## config.mk

```make
export PLATFORM = sky130hd
export DESIGN_NAME = ecr_fifo_port
export DESIGN_NICKNAME = d
export VERILOG_FILES = /design/src/rtl/ecr_pkg.sv /design/src/rtl/ecr_byte_fifo.sv /design/src/rtl/ecr_reg_file.sv /design/src/rtl/ecr_fifo_port.sv
export SDC_FILE = /design/constraint.sdc
export NUM_CORES = 1
export LEC_CHECK = 0
export ABC_CLOCK_PERIOD_IN_PS = 3120
export BUFFER_PORTS_ARGS = -buffer_cell sky130_fd_sc_hd__buf_2
export CAP_MARGIN = 20
export CORE_UTILIZATION = 35
export DETAILED_ROUTE_END_ITERATION = 12
export GPL_TIMING_DRIVEN = 0
export MAX_ROUTING_LAYER = met4
export SLEW_MARGIN = 20
export SYNTH_ARGS = -nofsm -noshare
export SYNTH_HDL_FRONTEND = slang
export SYNTH_HIERARCHICAL = 1
export SYNTH_SLANG_ARGS = --single-unit
```

## constraint.sdc

```tcl
create_clock -name clk -period 3.12 [get_ports clk]
set_clock_uncertainty 0.15 [all_clocks]
set_input_delay 0.468 -clock clk [delete_from_list [all_inputs] [get_ports clk]]
set_output_delay 0.468 -clock clk [all_outputs]
set_load 0.01 [all_outputs]
```

## src/rtl/ecr_pkg.sv

```systemverilog
package ecr_pkg;

    localparam int unsigned BYTE_W = 8;

    typedef enum logic [2:0] {
        MODE_COMPAT    = 3'd0,
        MODE_BYTE      = 3'd1,
        MODE_PP_FIFO   = 3'd2,
        MODE_ECP_FIFO  = 3'd3,
        MODE_EPP       = 3'd4,
        MODE_RSVD      = 3'd5,
        MODE_FIFO_TEST = 3'd6,
        MODE_CONFIG    = 3'd7
    } chip_mode_e;

    localparam logic [1:0] FST_PARTIAL = 2'b00;
    localparam logic [1:0] FST_EMPTY   = 2'b01;
    localparam logic [1:0] FST_FULL    = 2'b10;

    localparam int unsigned OFF_FIFO = 0;
    localparam int unsigned OFF_CFGB = 1;
    localparam int unsigned OFF_ECR  = 2;

    localparam logic [BYTE_W-1:0] IDLE_BYTE = 8'hFF;

    function automatic logic [1:0] fifo_status(input logic empty, input logic full);
        if (empty)
            return FST_EMPTY;
        else if (full)
            return FST_FULL;
        else
            return FST_PARTIAL;
    endfunction

endpackage

```

## src/rtl/ecr_byte_fifo.sv

```systemverilog
module ecr_byte_fifo #(
    parameter int unsigned DATA_W = 8,
    parameter int unsigned DEPTH  = 2
) (
    input  logic                         clk,
    input  logic                         rst_n,
    input  logic                         flush,
    input  logic                         push,
    input  logic                         pop,
    input  logic [DATA_W-1:0]            wdata,
    output logic [DATA_W-1:0]            head,
    output logic                         empty,
    output logic                         full,
    output logic [$clog2(DEPTH+1)-1:0]   level
);

    localparam int unsigned PTR_W = (DEPTH > 1) ? $clog2(DEPTH) : 1;
    localparam int unsigned CNT_W = $clog2(DEPTH + 1);
    localparam logic [PTR_W-1:0] LAST_PTR = PTR_W'(DEPTH - 1);
    localparam logic [CNT_W-1:0] FULL_CNT = CNT_W'(DEPTH);

    typedef struct packed {
        logic [DEPTH-1:0][DATA_W-1:0] mem;
        logic [PTR_W-1:0]             wr_ptr;
        logic [PTR_W-1:0]             rd_ptr;
        logic [CNT_W-1:0]             cnt;
    } fifo_st_t;

    fifo_st_t st_d, st_q;
    logic     do_push, do_pop;

    function automatic logic [PTR_W-1:0] step_ptr(input logic [PTR_W-1:0] p);
        if (p == LAST_PTR)
            return '0;
        else
            return p + 1'b1;
    endfunction

    always_comb begin
        st_d    = st_q;
        do_push = push && (st_q.cnt != FULL_CNT);
        do_pop  = pop && (st_q.cnt != '0);
        if (flush) begin
            st_d.wr_ptr = '0;
            st_d.rd_ptr = '0;
            st_d.cnt    = '0;
        end else begin
            if (do_push) begin
                st_d.mem[st_q.wr_ptr] = wdata;
                st_d.wr_ptr           = step_ptr(st_q.wr_ptr);
            end
            if (do_pop) begin
                st_d.rd_ptr = step_ptr(st_q.rd_ptr);
            end
            case ({do_push, do_pop})
                2'b10:   st_d.cnt = st_q.cnt + 1'b1;
                2'b01:   st_d.cnt = st_q.cnt - 1'b1;
                default: st_d.cnt = st_q.cnt;
            endcase
        end
    end

    always_ff @(posedge clk) begin
        if (!rst_n)
            st_q <= '0;
        else
            st_q <= st_d;
    end

    assign head  = st_q.mem[st_q.rd_ptr];
    assign empty = (st_q.cnt == '0);
    assign full  = (st_q.cnt == FULL_CNT);
    assign level = st_q.cnt;

    // occupancy never exceeds the depth
    a_r5_level_bounded: assert property (@(posedge clk) disable iff (!rst_n)
        level <= FULL_CNT);

    // pushing into a full FIFO leaves it full with the same level
    a_r6_full_push_dropped: assert property (@(posedge clk) disable iff (!rst_n)
        (full && push && !pop && !flush) |=> (full && $stable(level)));

    // a flush leaves the FIFO empty
    a_r8_flush_empties: assert property (@(posedge clk) disable iff (!rst_n)
        flush |=> empty);

    // a lone pop lowers the level by exactly one
    a_r7_pop_steps: assert property (@(posedge clk) disable iff (!rst_n)
        (pop && !push && !flush && !empty) |=> (level == $past(level) - 1'b1));

endmodule

```

## src/rtl/ecr_reg_file.sv

```systemverilog
module ecr_reg_file
    import ecr_pkg::*;
#(
    parameter int unsigned OFF_W = 3
) (
    input  logic              clk,
    input  logic              rst_n,
    input  logic              acc_en,
    input  logic              acc_wr,
    input  logic              acc_byte,
    input  logic [OFF_W-1:0]  acc_off,
    input  logic [BYTE_W-1:0] acc_wdata,
    input  logic [BYTE_W-1:0] fifo_head,
    input  logic              fifo_empty,
    input  logic              fifo_full,
    output logic              fifo_push,
    output logic              fifo_pop,
    output logic              fifo_flush,
    output logic [BYTE_W-1:0] rd_data
);

    localparam logic [OFF_W-1:0] SEL_FIFO = OFF_W'(OFF_FIFO);
    localparam logic [OFF_W-1:0] SEL_CFGB = OFF_W'(OFF_CFGB);
    localparam logic [OFF_W-1:0] SEL_ECR  = OFF_W'(OFF_ECR);

    typedef struct packed {
        chip_mode_e        mode;
        logic [2:0]        misc;
        logic [BYTE_W-1:0] cfgb;
        logic [BYTE_W-1:0] pdata;
        logic [BYTE_W-1:0] rdata;
    } reg_st_t;

    reg_st_t    st_d, st_q;
    logic       wr_ok, rd_ok, in_test;
    chip_mode_e wr_mode;
    logic [BYTE_W-1:0] ecr_view;
    logic [1:0] unused_status_bits;

    assign unused_status_bits = acc_wdata[1:0];

    always_comb begin
        st_d       = st_q;
        wr_ok      = acc_en && acc_byte && acc_wr;
        rd_ok      = acc_en && acc_byte && !acc_wr;
        in_test    = (st_q.mode == MODE_FIFO_TEST);
        wr_mode    = chip_mode_e'(acc_wdata[7:5]);
        ecr_view   = {st_q.mode, st_q.misc, fifo_status(fifo_empty, fifo_full)};
        fifo_push  = 1'b0;
        fifo_pop   = 1'b0;
        fifo_flush = 1'b0;

        if (wr_ok) begin
            case (acc_off)
                SEL_FIFO: begin
                    if (in_test)
                        fifo_push = !fifo_full;
                    else
                        st_d.pdata = acc_wdata;
                end
                SEL_CFGB: st_d.cfgb = acc_wdata;
                SEL_ECR: begin
                    st_d.mode  = wr_mode;
                    st_d.misc  = acc_wdata[4:2];
                    fifo_flush = (wr_mode != st_q.mode);
                end
                default: ;
            endcase
        end

        if (acc_en && !acc_wr) begin
            st_d.rdata = IDLE_BYTE;
            if (rd_ok) begin
                case (acc_off)
                    SEL_FIFO: begin
                        if (in_test) begin
                            if (!fifo_empty) begin
                                fifo_pop   = 1'b1;
                                st_d.rdata = fifo_head;
                            end
                        end else begin
                            st_d.rdata = st_q.pdata;
                        end
                    end
                    SEL_CFGB: st_d.rdata = st_q.cfgb;
                    SEL_ECR:  st_d.rdata = ecr_view;
                    default:  st_d.rdata = IDLE_BYTE;
                endcase
            end
        end
    end

    always_ff @(posedge clk) begin
        if (!rst_n) begin
            st_q.mode  <= MODE_COMPAT;
            st_q.misc  <= '0;
            st_q.cfgb  <= '0;
            st_q.pdata <= '0;
            st_q.rdata <= IDLE_BYTE;
        end else begin
            st_q <= st_d;
        end
    end

    assign rd_data = st_q.rdata;

    // a byte write to offset 2 installs all three mode bits
    a_r2_mode_replaced: assert property (@(posedge clk) disable iff (!rst_n)
        (acc_en && acc_wr && acc_byte && acc_off == SEL_ECR)
        |=> (st_q.mode == $past(acc_wdata[7:5])));

    // unimplemented offsets read as all ones
    a_r10_unimpl_reads_ff: assert property (@(posedge clk) disable iff (!rst_n)
        (acc_en && !acc_wr && acc_byte && acc_off > SEL_ECR) |=> (rd_data == IDLE_BYTE));

    // a non-byte read returns all ones
    a_r11_nonbyte_read_ff: assert property (@(posedge clk) disable iff (!rst_n)
        (acc_en && !acc_wr && !acc_byte) |=> (rd_data == IDLE_BYTE));

    // a non-byte write leaves the registers as they were
    a_r11_nonbyte_write_kept: assert property (@(posedge clk) disable iff (!rst_n)
        (acc_en && acc_wr && !acc_byte)
        |=> ($stable(st_q.mode) && $stable(st_q.cfgb) && $stable(st_q.pdata)));

    // popping an empty FIFO in test mode yields all ones
    a_r6_empty_pop_ff: assert property (@(posedge clk) disable iff (!rst_n)
        (rd_ok && acc_off == SEL_FIFO && in_test && fifo_empty) |=> (rd_data == IDLE_BYTE));

    // read data only moves after a read access
    a_r12_rdata_holds: assert property (@(posedge clk) disable iff (!rst_n)
        !(acc_en && !acc_wr) |=> $stable(rd_data));

endmodule

```

## src/rtl/ecr_fifo_port.sv

```systemverilog
module ecr_fifo_port
    import ecr_pkg::*;
#(
    parameter int unsigned FIFO_DEPTH = 2,
    parameter int unsigned OFF_W      = 3
) (
    input  logic              clk,
    input  logic              rst_n,
    input  logic              acc_en,
    input  logic              acc_wr,
    input  logic              acc_byte,
    input  logic [OFF_W-1:0]  acc_off,
    input  logic [7:0]        acc_wdata,
    output logic [7:0]        rd_data
);

    localparam int unsigned CNT_W = $clog2(FIFO_DEPTH + 1);

    logic              push, pop, flush;
    logic              empty, full;
    logic [BYTE_W-1:0] head;
    logic [CNT_W-1:0]  level;

    ecr_reg_file #(
        .OFF_W (OFF_W)
    ) u_regs (
        .clk        (clk),
        .rst_n      (rst_n),
        .acc_en     (acc_en),
        .acc_wr     (acc_wr),
        .acc_byte   (acc_byte),
        .acc_off    (acc_off),
        .acc_wdata  (acc_wdata),
        .fifo_head  (head),
        .fifo_empty (empty),
        .fifo_full  (full),
        .fifo_push  (push),
        .fifo_pop   (pop),
        .fifo_flush (flush),
        .rd_data    (rd_data)
    );

    ecr_byte_fifo #(
        .DATA_W (BYTE_W),
        .DEPTH  (FIFO_DEPTH)
    ) u_fifo (
        .clk   (clk),
        .rst_n (rst_n),
        .flush (flush),
        .push  (push),
        .pop   (pop),
        .wdata (acc_wdata),
        .head  (head),
        .empty (empty),
        .full  (full),
        .level (level)
    );

    // empty and full never report together
    a_r3_status_exclusive: assert property (@(posedge clk) disable iff (!rst_n)
        !(empty && full));

    // the FIFO is never asked to push and pop in one cycle
    a_r5_single_op: assert property (@(posedge clk) disable iff (!rst_n)
        !(push && pop));

endmodule

```

## Word level (Yosys, flattened, before mapping)

Cells that the tools add are included.

- $lt $le $gt $ge: 3
- Equal/unequal tests: 8
- Bitwise operators: 3
- Add/sub/neg operators: 4
- Reduce and logical (&&, ||, !) cells: 18
- Muxes and demuxes: 24

Operator list:

| operator | count |
|---|---|
| two-way mux 8 bit | 6 |
| case mux 8 bit (3 select lines) | 1 |
| bitwise mux 16 bit | 1 |
| two-way mux 1 bit | 12 |
| demux 8 bit (select 1 bit) | 1 |
| logical AND 1 bit | 7 |
| AND reduction 2 bit | 3 |
| == test 2 bit, second input constant | 2 |
| < comparator 1 x 2 -> 1 bit, second input constant | 2 |
| two-way mux 2 bit | 2 |
| case mux 2 bit (2 select lines) | 1 |
| nonzero test 2 bit | 2 |
| == test 3 x 1 -> 1 bit, second input constant | 1 |
| == test 3 x 2 -> 1 bit, second input constant | 1 |
| == test 3 bit, second input constant | 1 |
| logical NOT 3 bit | 1 |
| != test 3 bit | 1 |
| inverter 1 bit | 3 |
| AND reduction 3 bit | 1 |
| adder 1 bit, second input constant | 2 |
| adder 2 x 1 -> 2 bit, second input constant | 1 |
| == test 2 x 1 -> 1 bit, second input constant | 1 |
| logical NOT 1 bit | 2 |
| logical NOT 2 bit | 1 |
| 4 further kinds | 4 |

- Logic and storage cells: 70
- Input bits: 16
- Register bits after elaboration: 50

## Depth between registers and ports, before layout

- Depth after elaboration: 9
- Depth in mapped cells: 9
- Gate-level depth less buffers: 8

## By module

The synthesis kept the hierarchy.

Modules (own cells, without submodules):

| module | cells each | area each (µm²) | instances |
|---|---|---|---|
| ecr_reg_file | 189 | 1526.5 | 1 |
| ecr_byte_fifo | 96 | 922.1 | 1 |

## Worst setup path before layout

OpenSTA, ideal clock, no wires.

- Path type: input port to flip-flop
- Start: in acc_off[1]
- End: reg u_fifo/st_q[10] in the netlist's numbering
- Stages: 7
- Setup slack: 0.538 ns
- Arrival: 2.360 ns
- Required time: 2.898 ns
- Cells stage by stage: or3_1 -> buf_2 -> nand2b_1 -> nor3_1 -> inv_1 -> nor4_4 -> mux2i_1

- Longest elaborated chain between the ends: 5
- Elaborated cells between the ends (all ways): 9

RTL lines:

| what | line | source |
|---|---|---|
| start, declared | ecr_fifo_port.sv:12 | `input logic [OFF_W-1:0] acc_off,` |
| logical NOT 3 bit | ecr_reg_file.sv:54 | `case (acc_off)` |
| two-way mux 1 bit | ecr_reg_file.sv:54 |  |
| two-way mux 1 bit | ecr_reg_file.sv:53 | `if (wr_ok) begin` |
| via push | ecr_fifo_port.sv:19 | `logic push, pop, flush;` |
| logical AND 1 bit | ecr_byte_fifo.sv:41 | `do_push = push && (st_q.cnt != FULL_CNT);` |
| AND reduction 2 bit (no line) | -- |  |
| end signal, assigned | ecr_byte_fifo.sv:67 | `st_q <= st_d;` |
| end, declared | ecr_byte_fifo.sv:29 | `fifo_st_t st_d, st_q;` |

The timed path passes the listed nets, and every way through them passes these cells.
A chain may end at the register's enable or synchronous reset.

## Final worst setup path

- Start: reg u_regs.st_q, in the netlist u_regs/ecr_view[5]
- End: reg u_fifo/st_q[5] in the netlist's numbering

- Longest elaborated chain between the ends: 6
- Elaborated cells between the ends (all ways): 10

RTL lines:

| what | line | source |
|---|---|---|
| start, declared | ecr_reg_file.sv:34 | `reg_st_t st_d, st_q;` |
| start signal, assigned | ecr_reg_file.sv:101 | `st_q <= st_d;` |
| == test 3 bit | ecr_reg_file.sv:46 | `in_test = (st_q.mode == MODE_FIFO_TEST);` |
| two-way mux 1 bit | ecr_reg_file.sv:56 | `if (in_test)` |
| two-way mux 1 bit | ecr_reg_file.sv:54 |  |
| two-way mux 1 bit | ecr_reg_file.sv:53 |  |
| via push | ecr_fifo_port.sv:19 |  |
| logical AND 1 bit | ecr_byte_fifo.sv:41 |  |
| AND reduction 2 bit (no line) | -- |  |

The timed path passes the listed nets, and every way through them passes these cells.

==> results.cfg <==
[status]
status = finished, violations left
violations = DRC

[layout]
diodes = 0
syn2layout_area_growth_pct = 13.3
final_cells = 392
layout.nets = 329
fillers = 682
drive_gt1_frac = 0.212

[detailed_routing]
ant_nets = 0
drc = 1
wl_met3_um = 442
wl_met1_um = 2810
num_vias = 2097
drt_pass1_iterations = 8
wl_per_cell_um = 15.2
post_drt_via_cell_ratio = 5.35
dr_wl_met2_um = 2660
top_layer = met4
routed_wl_um = 5980
drt_iter0_drc = 169

[power]
vdd_drop_max_mv = 0.155
powerDensity_nw_per_um2 = 430
p_leak_nw = 1.01

[clocking]
ctsResizeCount = 0
cts.path.max_buffers = 2
cts_hold_buf = 0
clock-sinks = 50
cts_tree = built
postCtsSetupBuffers = 0
path_clk_slew_ps = 90
cts_buffers = 5
htree_num_levels = 2
root_buffer = clkbuf_8
clk_latency_ps = 300

[sta]
hold_viol_final = 0
slew_headroom = 0.450
period_share = 0.905
slew_viol_final = 0
tightestPinTransition_ps = 819
rsz0062_at_grt = no
fmax_ghz = 0.354
setup_violations = 0
totalNegativeSetupSlack_ps = 0
min_period_ps = 2820

[placed_design]
gp_congestion = 0.836
dpl.cell_count = 385
post-dp-hpwl_um = 4410
numPortBuffers = 22

[die]
core-area_um2 = 6760
die_area_um2 = 7290
die_w_um = 85.4
start_util = 0.360
die_h_um = 85.4
rows = 30
pin_count = 24

[critical_path]
slowest_delay_ps = 760
ff2ff_path_depth = 7
critical_path_class = reg -> reg
required_ps = 3200
critPathSlowestCell = nor4_4
end_kind = register
cp.arrival_ps = 2900
crit_chain = and3b_1 > clkbuf_1 > nand2b_1 > nor3_1 > inv_1 > nor4_4 > mux2i_1
cp-startpoint = u_regs/ecr_view[5]$_SDFFE_PN0P_
worst_setup_path_start_kind = register
regToRegStartpoint = u_regs/ecr_view[5]$_SDFFE_PN0P_
r2r_slack_ps = 300
path_max_fanout = 9

[synthesis]
synthesis.nets = 300
yosysWarningCount = 6
synthCells = 283
synth_area_per_cell_um2 = 8.60
syn_area_um2 = 2430

[global_route]
grt_max_degree = 15
grt_util_all_layers = 0.181
first_global_vias = 1968
antenna_found_initial = 0
grt_pass1_wl_um = 9860
overflow = 0

[run]
cap_violations = 0

[min_path]
hp-class = in -> reg
hold_start = acc_wdata[0]
whs_path_depth = 3
## state kept, by name, summed over array words and instances (netlist names)
| register | flops |
|---|---|
| u_regs/rd_data | 8 |
| u_regs/ecr_view | 6 |
| u_fifo/st_q | 18 |
| u_regs/st_q | 16 |
| u_fifo/level | 2 |
## cells in the final DEF, fill, tap and decap left out, types with 13 or more instances in the layout
| cell | instances |
|---|---|
| dfxtp_1 | 50 |
| nand2_1 | 49 |
| buf_2 | 25 |
| o21ai_0 | 24 |
| nand3_1 | 21 |
| nor2_1 | 19 |
| mux2i_1 | 16 |
| clkbuf_1 | 13 |
## cell type report
type                       count  area (um2)  share of cell area
clock buffer                   6        82.6              0.0300
inverter                       5        18.8             0.00681
sequential                    50        1000               0.363
buffer                        28         158              0.0572
tap                           80         100              0.0363
multi-input combinational    200        1260               0.456
clock inverter                 1        30.0              0.0109
timing repair buffer          22         110              0.0399
## critical path, delay by kind of cell, from the launching register on
kind                   cells  cell delay (ps)
and+or+nand+nor            4             1480
buffers and inverters      2              490
DFF                        1              360
muxes                      1              280
## routing by layer
| metal | vias up | GRT usage |
|---|---|---|
| met5 | - | - |
| met4 | 0 | 0.0561 |
| met3 | 7 | 0.0272 |
| met2 | 65 | 0.265 |
| met1 | 988 | 0.255 |
| li1 | 1037 | - |
## path summary, 6_finish.rpt
check                                       to
hold reg to reg   u_fifo/st_q[11]$_SDFFE_PN0P_
setup reg to reg   u_fifo/st_q[5]$_SDFFE_PN0P_
hold / removal    u_regs/st_q[16]$_SDFFE_PN0P_
setup / recovery   u_fifo/st_q[5]$_SDFFE_PN0P_
## power by group
part	switching, mW	leakage (nW)	total, mW	internal (mW)
Sequential	0.00271	0.403	0.645	0.642
Combinational	0.0541	0.546	0.0803	0.0262
Clock	0.202	0.0573	0.459	0.257
Total	0.259	1.01	1.18	0.925
## through the flow
step	power [mW]	cell area, um2	worst slack, ps	util	hold slack [ps]
2_1_floorplan	0.705	2430	538	-	282
3_3_place_gp	0.740	2640	66.1	0.391	289
3_5_place_dp	0.740	2640	15.3	0.391	298
4_1_cts	1.20	2760	271	0.408	283
5_1_grt	1.23	2760	53.1	0.408	295
6_report	1.18	2760	297	0.408	288
(Power assumes the default switching activity.)
